**config.mk**
```make
export PLATFORM = sky130hd
export DESIGN_NAME = mdio_mgmt_slave
export DESIGN_NICKNAME = d
export VERILOG_FILES = /design/src/rtl/mdio_mgmt_pkg.sv /design/src/rtl/mdio_selfclr_timer.sv /design/src/rtl/mdio_frame_engine.sv /design/src/rtl/mdio_ctrl_regs.sv /design/src/rtl/mdio_mgmt_slave.sv
export SDC_FILE = /design/constraint.sdc
export NUM_CORES = 1
export LEC_CHECK = 0
export BUFFER_PORTS_ARGS = -buffer_cell sky130_fd_sc_hd__buf_2
export CORE_MARGIN = 1
export CORE_UTILIZATION = 30
export CTS_BUF_LIST = sky130_fd_sc_hd__clkbuf_16
export CTS_CLUSTER_DIAMETER = 40
export DETAILED_ROUTE_END_ITERATION = 8
export PLACE_DENSITY = 0.46
export SYNTH_ARGS = -nofsm -noshare
export SYNTH_HDL_FRONTEND = slang
export SYNTH_HIERARCHICAL = 1
export SYNTH_SLANG_ARGS = --single-unit
```
**constraint.sdc**
```tcl
create_clock -name clk -period 2.53 [get_ports clk]
set_input_delay 0.506 -clock clk [delete_from_list [all_inputs] [get_ports clk]]
set_output_delay 0.506 -clock clk [all_outputs]
set_load 0.005 [all_outputs]
```
**src/rtl/mdio_mgmt_pkg.sv**
```systemverilog
// Shared types and constants for the MDIO management slave.
package mdio_mgmt_pkg;

    // Frame decoder states.
    typedef enum logic [2:0] {
        ST_PRE,
        ST_START,
        ST_HDR,
        ST_TA,
        ST_DATA
    } frame_st_t;

    localparam logic [1:0] OP_RD = 2'b10;
    localparam logic [1:0] OP_WR = 2'b01;

    // Writable fields of the control register.
    typedef struct packed {
        logic loopback;
        logic speed100;
        logic an_en;
        logic pwr_dn;
        logic isolate;
        logic duplex;
    } ctrl_fields_t;

endpackage

```
**src/rtl/mdio_selfclr_timer.sv**
```systemverilog
// Self-clearing command timer. A start pulse makes busy high for exactly
// CYCLES clock cycles. Cancel forces it idle. Start has priority over cancel.
// Assumes CYCLES >= 1.
module mdio_selfclr_timer #(
    parameter int CYCLES = 16
) (
    input  logic clk,
    input  logic rst_n,
    input  logic start,
    input  logic cancel,
    output logic busy
);
    localparam int CW = $clog2(CYCLES + 1);

    logic [CW-1:0] cnt;

    // Load on start, clear on cancel, count down otherwise.
    always_ff @(posedge clk) begin
        if (!rst_n)
            cnt <= '0;
        else if (start)
            cnt <= CW'(CYCLES);
        else if (cancel)
            cnt <= '0;
        else if (cnt != '0)
            cnt <= cnt - 1'b1;
    end

    assign busy = (cnt != '0);
endmodule

```
**src/rtl/mdio_frame_engine.sv**
```systemverilog
// Clause-22 frame decoder. It synchronizes MDC and MDIO into clk, acts on MDC
// rising edges, checks the preamble, start pattern, opcode and PHY address,
// and shifts read data out or write data in. It assumes clk is at least 8x MDC.
module mdio_frame_engine
    import mdio_mgmt_pkg::*;
#(
    parameter int PRE_LEN = 32
) (
    input  logic        clk,
    input  logic        rst_n,
    input  logic        mdc,
    input  logic        mdio_i,
    input  logic [4:0]  phy_addr,
    input  logic [15:0] rd_data,
    output logic [4:0]  reg_addr,
    output logic        wr_stb,
    output logic [15:0] wr_data,
    output logic        mdio_o,
    output logic        mdio_oe,
    output logic        mdc_rise
);
    localparam int PRE_W = $clog2(PRE_LEN + 1);

    logic [2:0]       mdc_sync;
    logic [1:0]       dio_sync;
    logic             sbit;
    frame_st_t        st;
    logic [PRE_W-1:0] ones_cnt;
    logic [3:0]       bit_cnt;
    logic [11:0]      hdr;
    logic [11:0]      hdr_nx;
    logic             is_rd;
    logic [15:0]      shreg;

    // Bring MDC and MDIO into the clk domain with matched delay.
    always_ff @(posedge clk) begin
        if (!rst_n) begin
            mdc_sync <= '0;
            dio_sync <= '1;
        end else begin
            mdc_sync <= {mdc_sync[1:0], mdc};
            dio_sync <= {dio_sync[0], mdio_i};
        end
    end

    assign mdc_rise = mdc_sync[1] & ~mdc_sync[2];
    assign sbit     = dio_sync[1];

    // Header shift register including the bit arriving now.
    always_comb hdr_nx = {hdr[10:0], sbit};

    // Frame state machine, advanced once per MDC rising edge.
    always_ff @(posedge clk) begin
        if (!rst_n) begin
            st       <= ST_PRE;
            ones_cnt <= '0;
            bit_cnt  <= '0;
            hdr      <= '0;
            is_rd    <= 1'b0;
            shreg    <= '0;
            reg_addr <= '0;
            wr_stb   <= 1'b0;
            wr_data  <= '0;
            mdio_o   <= 1'b0;
            mdio_oe  <= 1'b0;
        end else begin
            wr_stb <= 1'b0;
            if (mdc_rise) begin
                case (st)
                    ST_PRE: begin
                        if (sbit) begin
                            if (ones_cnt != PRE_W'(PRE_LEN))
                                ones_cnt <= ones_cnt + 1'b1;
                        end else begin
                            if (ones_cnt == PRE_W'(PRE_LEN))
                                st <= ST_START;
                            ones_cnt <= '0;
                        end
                    end
                    ST_START: begin
                        bit_cnt <= '0;
                        st      <= sbit ? ST_HDR : ST_PRE;
                    end
                    ST_HDR: begin
                        hdr     <= hdr_nx;
                        bit_cnt <= bit_cnt + 1'b1;
                        if (bit_cnt == 4'd11) begin
                            bit_cnt <= '0;
                            if (hdr_nx[9:5] == phy_addr &&
                                (hdr_nx[11:10] == OP_RD || hdr_nx[11:10] == OP_WR)) begin
                                st       <= ST_TA;
                                is_rd    <= (hdr_nx[11:10] == OP_RD);
                                reg_addr <= hdr_nx[4:0];
                            end else begin
                                st <= ST_PRE;
                            end
                        end
                    end
                    ST_TA: begin
                        bit_cnt <= bit_cnt + 1'b1;
                        if (bit_cnt == 4'd0) begin
                            if (is_rd) begin
                                mdio_oe <= 1'b1;
                                mdio_o  <= 1'b0;
                            end
                        end else begin
                            st      <= ST_DATA;
                            bit_cnt <= '0;
                            if (is_rd) begin
                                mdio_o <= rd_data[15];
                                shreg  <= {rd_data[14:0], 1'b0};
                            end
                        end
                    end
                    ST_DATA: begin
                        bit_cnt <= bit_cnt + 1'b1;
                        if (is_rd) begin
                            mdio_o <= shreg[15];
                            shreg  <= {shreg[14:0], 1'b0};
                        end else begin
                            shreg <= {shreg[14:0], sbit};
                        end
                        if (bit_cnt == 4'd15) begin
                            st       <= ST_PRE;
                            bit_cnt  <= '0;
                            ones_cnt <= '0;
                            mdio_oe  <= 1'b0;
                            if (!is_rd) begin
                                wr_stb  <= 1'b1;
                                wr_data <= {shreg[14:0], sbit};
                            end
                        end
                    end
                    default: st <= ST_PRE;
                endcase
            end
        end
    end
endmodule

```
**src/rtl/mdio_ctrl_regs.sv**
```systemverilog
// Register file behind the frame engine: strap capture, the control register
// with its two self-clearing commands, the constant status and ID registers,
// and the effective control outputs. Assumes wr_ctrl is a one-cycle strobe.
module mdio_ctrl_regs
    import mdio_mgmt_pkg::*;
#(
    parameter logic [15:0] STATUS_VAL  = 16'h7849,
    parameter logic [15:0] ID_HI       = 16'h0203,
    parameter logic [15:0] ID_LO       = 16'h8461,
    parameter int          SRST_CYCLES = 4000,
    parameter int          ANR_CYCLES  = 16
) (
    input  logic        clk,
    input  logic        rst_n,
    input  logic [4:0]  strap_phy_addr,
    input  logic        strap_an_en,
    input  logic        strap_sel100,
    input  logic        strap_selfd,
    input  logic        strap_loopback,
    input  logic        wr_ctrl,
    input  logic [15:0] wr_data,
    input  logic [4:0]  rd_addr,
    output logic [15:0] rd_data,
    output logic [4:0]  phy_addr_q,
    input  logic        an_speed100,
    input  logic        an_full_duplex,
    output logic        ctl_speed100,
    output logic        ctl_full_duplex,
    output logic        ctl_loopback,
    output logic        ctl_an_enable,
    output logic        ctl_power_down,
    output logic        ctl_isolate,
    output logic        ctl_soft_reset,
    output logic        ctl_an_restart
);
    ctrl_fields_t strap_q;
    ctrl_fields_t fld;
    logic         srst_start;
    logic         anr_start;
    logic         anr_cancel;

    assign srst_start = wr_ctrl & wr_data[15];
    assign anr_start  = wr_ctrl & ~wr_data[15] & wr_data[12] & wr_data[9];
    assign anr_cancel = srst_start | (wr_ctrl & ~wr_data[12]);

    // Latch straps during hardware reset; update fields on writes or soft reset.
    always_ff @(posedge clk) begin
        if (!rst_n) begin
            phy_addr_q       <= strap_phy_addr;
            strap_q.loopback <= strap_loopback;
            strap_q.speed100 <= strap_sel100;
            strap_q.an_en    <= strap_an_en;
            strap_q.pwr_dn   <= 1'b0;
            strap_q.isolate  <= (strap_phy_addr == 5'd0);
            strap_q.duplex   <= strap_selfd;
            fld.loopback     <= strap_loopback;
            fld.speed100     <= strap_sel100;
            fld.an_en        <= strap_an_en;
            fld.pwr_dn       <= 1'b0;
            fld.isolate      <= (strap_phy_addr == 5'd0);
            fld.duplex       <= strap_selfd;
        end else if (srst_start) begin
            fld <= strap_q;
        end else if (wr_ctrl) begin
            fld.loopback <= wr_data[14];
            fld.speed100 <= wr_data[13];
            fld.an_en    <= wr_data[12];
            fld.pwr_dn   <= wr_data[11];
            fld.isolate  <= wr_data[10];
            fld.duplex   <= wr_data[8];
        end
    end

    mdio_selfclr_timer #(.CYCLES(SRST_CYCLES)) u_srst (
        .clk    (clk),
        .rst_n  (rst_n),
        .start  (srst_start),
        .cancel (1'b0),
        .busy   (ctl_soft_reset)
    );

    mdio_selfclr_timer #(.CYCLES(ANR_CYCLES)) u_anr (
        .clk    (clk),
        .rst_n  (rst_n),
        .start  (anr_start),
        .cancel (anr_cancel),
        .busy   (ctl_an_restart)
    );

    // Read multiplexer over the four implemented registers.
    always_comb begin
        case (rd_addr)
            5'd0:    rd_data = {ctl_soft_reset, fld.loopback, fld.speed100, fld.an_en,
                                fld.pwr_dn, fld.isolate, ctl_an_restart, fld.duplex, 8'h00};
            5'd1:    rd_data = STATUS_VAL;
            5'd2:    rd_data = ID_HI;
            5'd3:    rd_data = ID_LO;
            default: rd_data = 16'h0000;
        endcase
    end

    // Effective controls: negotiated speed and duplex win while negotiation is on.
    always_comb begin
        ctl_speed100    = fld.an_en ? an_speed100    : fld.speed100;
        ctl_full_duplex = fld.an_en ? an_full_duplex : fld.duplex;
        ctl_loopback    = fld.loopback;
        ctl_an_enable   = fld.an_en;
        ctl_power_down  = fld.pwr_dn;
        ctl_isolate     = fld.isolate;
    end
endmodule

```
**src/rtl/mdio_mgmt_slave.sv**
```systemverilog
// Top of the MDIO management slave: the frame engine plus the register file.
// Assumes clk runs at least 8x the MDC rate and the pad combines mdio_o and
// mdio_oe with a pull-up.
module mdio_mgmt_slave #(
    parameter logic [15:0] STATUS_VAL  = 16'h7849,
    parameter logic [15:0] ID_HI       = 16'h0203,
    parameter logic [15:0] ID_LO       = 16'h8461,
    parameter int          SRST_CYCLES = 4000,
    parameter int          ANR_CYCLES  = 16,
    parameter int          PRE_LEN     = 32
) (
    input  logic       clk,
    input  logic       rst_n,
    input  logic       mdc,
    input  logic       mdio_i,
    output logic       mdio_o,
    output logic       mdio_oe,
    input  logic [4:0] strap_phy_addr,
    input  logic       strap_an_en,
    input  logic       strap_sel100,
    input  logic       strap_selfd,
    input  logic       strap_loopback,
    input  logic       an_speed100,
    input  logic       an_full_duplex,
    output logic       ctl_speed100,
    output logic       ctl_full_duplex,
    output logic       ctl_loopback,
    output logic       ctl_an_enable,
    output logic       ctl_power_down,
    output logic       ctl_isolate,
    output logic       ctl_soft_reset,
    output logic       ctl_an_restart
);
    logic [4:0]  reg_addr;
    logic [4:0]  phy_addr_q;
    logic [15:0] rd_data;
    logic [15:0] wr_data;
    logic        wr_stb;
    logic        wr_ctrl;
    logic        mdc_rise;

    assign wr_ctrl = wr_stb && (reg_addr == 5'd0);

    mdio_frame_engine #(.PRE_LEN(PRE_LEN)) u_eng (
        .clk      (clk),
        .rst_n    (rst_n),
        .mdc      (mdc),
        .mdio_i   (mdio_i),
        .phy_addr (phy_addr_q),
        .rd_data  (rd_data),
        .reg_addr (reg_addr),
        .wr_stb   (wr_stb),
        .wr_data  (wr_data),
        .mdio_o   (mdio_o),
        .mdio_oe  (mdio_oe),
        .mdc_rise (mdc_rise)
    );

    mdio_ctrl_regs #(
        .STATUS_VAL  (STATUS_VAL),
        .ID_HI       (ID_HI),
        .ID_LO       (ID_LO),
        .SRST_CYCLES (SRST_CYCLES),
        .ANR_CYCLES  (ANR_CYCLES)
    ) u_regs (
        .clk             (clk),
        .rst_n           (rst_n),
        .strap_phy_addr  (strap_phy_addr),
        .strap_an_en     (strap_an_en),
        .strap_sel100    (strap_sel100),
        .strap_selfd     (strap_selfd),
        .strap_loopback  (strap_loopback),
        .wr_ctrl         (wr_ctrl),
        .wr_data         (wr_data),
        .rd_addr         (reg_addr),
        .rd_data         (rd_data),
        .phy_addr_q      (phy_addr_q),
        .an_speed100     (an_speed100),
        .an_full_duplex  (an_full_duplex),
        .ctl_speed100    (ctl_speed100),
        .ctl_full_duplex (ctl_full_duplex),
        .ctl_loopback    (ctl_loopback),
        .ctl_an_enable   (ctl_an_enable),
        .ctl_power_down  (ctl_power_down),
        .ctl_isolate     (ctl_isolate),
        .ctl_soft_reset  (ctl_soft_reset),
        .ctl_an_restart  (ctl_an_restart)
    );
endmodule

```
; ---- Word-level counts from Yosys, hierarchy flattened
; Index checks and enable logic that the tools add are counted.
[totals]
ff_bits = 103
in_bits = 15
elab_cells = 137
[op_classes]
addsub = 4
eq_ne = 24
n_mux = 41
bitwise_logic = 12
reduce_logical = 27
[op_table]
columns = operator, count
row1 = 16-bit case mux with 4 select lines, 1
row2 = 6-bit 2-to-1 mux, 6
row3 = 16-bit 2-to-1 mux, 2
row4 = 16-bit case mux with 2 select lines, 1
row5 = 12-bit 2-to-1 mux, 2
row6 = 4-bit AND reduction, 6
row7 = 4-bit case mux with 4 select lines, 1
row8 = 3-bit 2-to-1 mux, 5
row9 = 5-bit 2-to-1 mux, 3
row10 = 3-bit case mux with 5 select lines, 1
row11 = 4-bit 2-to-1 mux, 3
row12 = 2-bit by 1-bit inequality test with 1-bit output (second input constant), 6
row13 = 6-bit case mux with 2 select lines, 1
row14 = 12-bit nonzero test, 1
row15 = 12-bit by 1-bit subtractor with 12-bit output (second input constant), 1
row16 = 1-bit 2-to-1 mux, 11
row17 = 5-bit by 2-bit == test with 1-bit output (second input constant), 2
row18 = 5-bit logical NOT, 2
row19 = 4-bit == test (second input constant), 2
row20 = 2-bit nonzero test, 4
row21 = 6-bit by 1-bit adder with 6-bit output (second input constant), 1
row22 = 1-bit AND, 6
row23 = 3-bit by 2-bit == test with 1-bit output (second input constant), 2
row24 = 6-bit == test (second input constant), 1
row25 = 28 further kinds, 37

; ---- Depth between registers and ports, before layout
[logic_depth]
depth_word = 6
mapped_depth = 9
depth_no_buf = 8

; ---- Hierarchy
; Netlist, hierarchy kept.
[modules_own_cells]
columns = mod, instances, cells_per_inst, area_per_inst_um2
row1 = mdio_frame_engine, 1, 388, 3194.3
row2 = mdio_ctrl_regs, 1, 72, 847.1
row3 = mdio_selfclr_timer (u_regs.u_srst), 1, 73, 635.6
row4 = mdio_selfclr_timer (u_regs.u_anr), 1, 25, 229.0
row5 = mdio_mgmt_slave, 1, 2, 20.0

; ---- Worst setup path before layout
; Ideal clock, no wire load.
[synth_timing]
path_kind = reg-to-reg
from = register u_eng.reg_addr[4]
to = register u_regs.fld (netlist bit u_regs/ctl_isolate) (data pin)
arrival_ns = 1.763
path_slack_ns = 0.507
path_stages_with_launch = 6
n_path_buf = 0
period_less_slack_ns = 2.023
cell_sequence = dfxtp_1 > or4b_1 > nor3_2 > nand2_4 > mux2_4 > mux2_4
[synth_via]
elab_chain_len = 5
[synth_lines]
columns = item, line
row1 = start: declaration, mdio_frame_engine.sv:15  ; output logic [4:0] reg_addr,
row2 = start signal: assignment, mdio_frame_engine.sv:93  ; reg_addr <= hdr_nx[4:0];
row3 = 5-bit logical NOT, mdio_mgmt_slave.sv:42  ; assign wr_ctrl = wr_stb && (reg_addr == 5'd0);
row4 = 1-bit logical AND, mdio_mgmt_slave.sv:42
row5 = via wr_ctrl, mdio_mgmt_slave.sv:39  ; logic wr_ctrl;
row6 = 1-bit AND, mdio_ctrl_regs.sv:42  ; assign srst_start = wr_ctrl & wr_data[15];
row7 = 6-bit 2-to-1 mux, mdio_ctrl_regs.sv:62  ; end else if (srst_start) begin
row8 = 6-bit 2-to-1 mux, mdio_ctrl_regs.sv:48  ; if (!rst_n) begin
row9 = end signal: assignment, mdio_ctrl_regs.sv:63  ; fld <= strap_q;
row10 = end: declaration, mdio_ctrl_regs.sv:37  ; ctrl_fields_t fld;
; The timed path passes the listed nets, and every way through them passes these cells.
; A chain may end at the register's enable or synchronous reset.

; ---- Final worst setup path
[layout_timing]
from = register u_regs.u_srst.cnt[4]
to = output ctl_soft_reset
[layout_via]
elab_chain_len = 1
[layout_lines]
columns = item, line
row1 = start: declaration, mdio_selfclr_timer.sv:15  ; logic [CW-1:0] cnt;
row2 = start signal: assignment, mdio_selfclr_timer.sv:22  ; cnt <= CW'(CYCLES);
row3 = start signal: assignment, mdio_selfclr_timer.sv:26  ; cnt <= cnt - 1'b1;
row4 = 12-bit nonzero test, mdio_selfclr_timer.sv:29  ; assign busy = (cnt != '0);
row5 = end: declaration, mdio_mgmt_slave.sv:31  ; output logic ctl_soft_reset,
; Every way passes these cells.

==> summary.md <==
| Metric | Value |
|---|---|
| CP max stage cell | nor4_1 |
| CTS max path bufs | 2 |
| Fillers | between 1500 and 2000 |
| Min Tclk post-route | 2.27 ns |
| Fin. max-slew vios | 0 |
| IO Port Bufs | 24 |
| Die ar. | between 0.015 and 0.02 mm² |
| CTS Hold Bufs | 0 |
| WS Path Type | flip-flop to output port |
| GRT Overall Usage | between 10% and 20% |
| Nets@finish | 562 |
| Worst Setup End Kind | output port |
| Slew @ Worst Pin | 0.641 ns |
| Area growth, synth to finish | 13.1% |
| Final Power | roughly 4.5 mW |
| CTS tree | built |
| Fin Clk Skew | ~0.0075 ns |
| Metal3 WL | 363 µm |
| First-pass DRT Iterations | 4 |
| First-pass GRT wire length | 17900 µm |
| CP Launch Point | u_regs/u_srst/cnt[4] |
| Gr ovfl total | 0 |
| Syn Inst Count | 528 |
| TritonCTS Buffers | 9 |
| Vias/cell | 5.11 |
| Pin count of the biggest net entering global routing | 49 |
| Routed Antenna Nets | 0 |
| Fin util | 34.7% |
| Crit-path max FO | 7 |
| Final worst-path cycle share | about nine tenths |
| Pwr Density | roughly 850 mW/mm² |
| Max Cap Viol | 0 |
| Clk_lat worst skew | 0.35 ns |
| Ratio of cells with drive above 1 in the final layout | between 10% and 20% |
| Post-Syn Area per Cell | roughly 9 µm² |
| DR WL/cell | 14.4 µm |
| Dominant delay contributor by cell family on the critical path | simple AND/OR/NAND/NOR gates |
| Status | finished clean |
| Number of global-route vias before repair | approximately 3600 |
| CP arrival | 1.76 ns |
| Clock root buffer | clkbuf_16 |
| Worst-path clk slew | 0.07 ns |
| Ant. Diodes | 0 |
| Hold Crit Class | input port to flip-flop |
| HP Start | mdio_i |
| Headroom to the max-slew limit | between 50% and 60% |
| Multi-input gate area | 0.00238 mm² |
| HPWL after detailed placement | 7300 µm |
| Fin cells | 732 |
| Leakage | 1.91 nW |
| # resized after CTS | 0 |
| Core Area | about 0.015 mm² |
| DR iter-0 viols | 124 |
| RePlAce Congestion | between 0.7 and 0.8 |
| Most common cell after layout, fill and taps aside | nand2_1 |
| Post-synthesis cell area | between 0.004 and 0.005 mm² |
| DRT met1 WL | roughly 4800 µm |
| Boundary Pins | 25 |
| Setup_tns | 0 ns |
| RSZ-0062 raised after global routing | false |
| Worst path cell trace | nor4_1 -> nand3_2 -> buf_2 |
| Ys Warns | 6 |
| Worst Path Buf+Inv | 1 |
| Critical path's largest stage delay | around 0.54 ns |
| Reg2Reg Launch Point | u_eng/st[2] |
| Post-CTS Setup Bufs | 0 |
| Total number of vias | 3742 |
| Inst Count DP | 716 |
| Final Setup Violations | 0 |
| Initial Util | 30.7% |
| Top layer in use | met4 |
| DR WL met2 | 5230 µm |
| Post-route DRC | 0 |
| Die Ht | 127 µm |
| Most frequent cells in the layout | nand2_1, dfxtp_1, a21oi_1 |
| DIE WIDTH | 127 µm |
| H-tree Lvls | 3 |
| Count of final hold-check violations | 0 |
| Peak VDD IR | about 0.38 mV |
| CTS Sinks | 95 |
| Number of core rows | 45 |
| CP Launch Type | flip-flop |
| CP required | between 2 and 2.5 ns |
| Fmax | roughly 440 MHz |
| Sequential Area | slightly above 0.002 mm² |
| Initial antenna violation count | 0 |
| WL final | 10500 µm |
[registers in the layout (all words and copies together) (netlist names), 3 cells and up]
signal             count
u_regs/strap_q         5
u_eng/hdr             11
u_eng/ones_cnt         6
u_eng/bit_cnt          4
u_regs/u_srst/cnt     12
u_eng/st               3
u_eng/wr_data          8
u_eng/mdc_sync         3
u_regs/phy_addr_q      5
u_eng/reg_addr         5
u_regs/u_anr/cnt       5
u_eng/shreg           16
[cell type report]
class	instances	area share (%)
multi-input combinational	381	45.1
inverter	18	1.28
sequential	95	38.9
tap	188	4.46
timing repair buffer	34	4.17
clock buffer	9	4.27
clock inverter	7	1.80
[through the flow]
step	worst slack (ns)	hold slack [ns]	instance area (µm²)
final	0.261	0.334	5280
after global placement	0.452	0.396	4940
after global routing	0.143	0.327	5280
after detailed placement	0.415	0.401	4940
after floorplan	0.507	0.386	4680
after CTS	0.0636	0.326	5260
[where the power goes]
part           switching, mW  internal, mW
clock                  0.606         0.872
combinational          0.653         0.575
sequential             0.122          1.66
total                   1.38          3.11
[worst paths after layout]
path / depth (start not counted) / endpoint / slack, ns
setup reg to reg: 4 / u_eng/wr_data[9] / 0.42
hold / removal: 2 / u_eng/dio_sync[0] / 0.33
setup / recovery: 3 / ctl_soft_reset / 0.26
hold reg to reg: 1 / u_eng/dio_sync[1] / 0.41
[routing by layer]
layer	vias up	GRT usage, %
li1	1891	-
met1	1782	17.0
met2	62	24.5
met3	7	3.16
met4	0	4.97
met5	-	0
(Power assumes the default switching activity.)
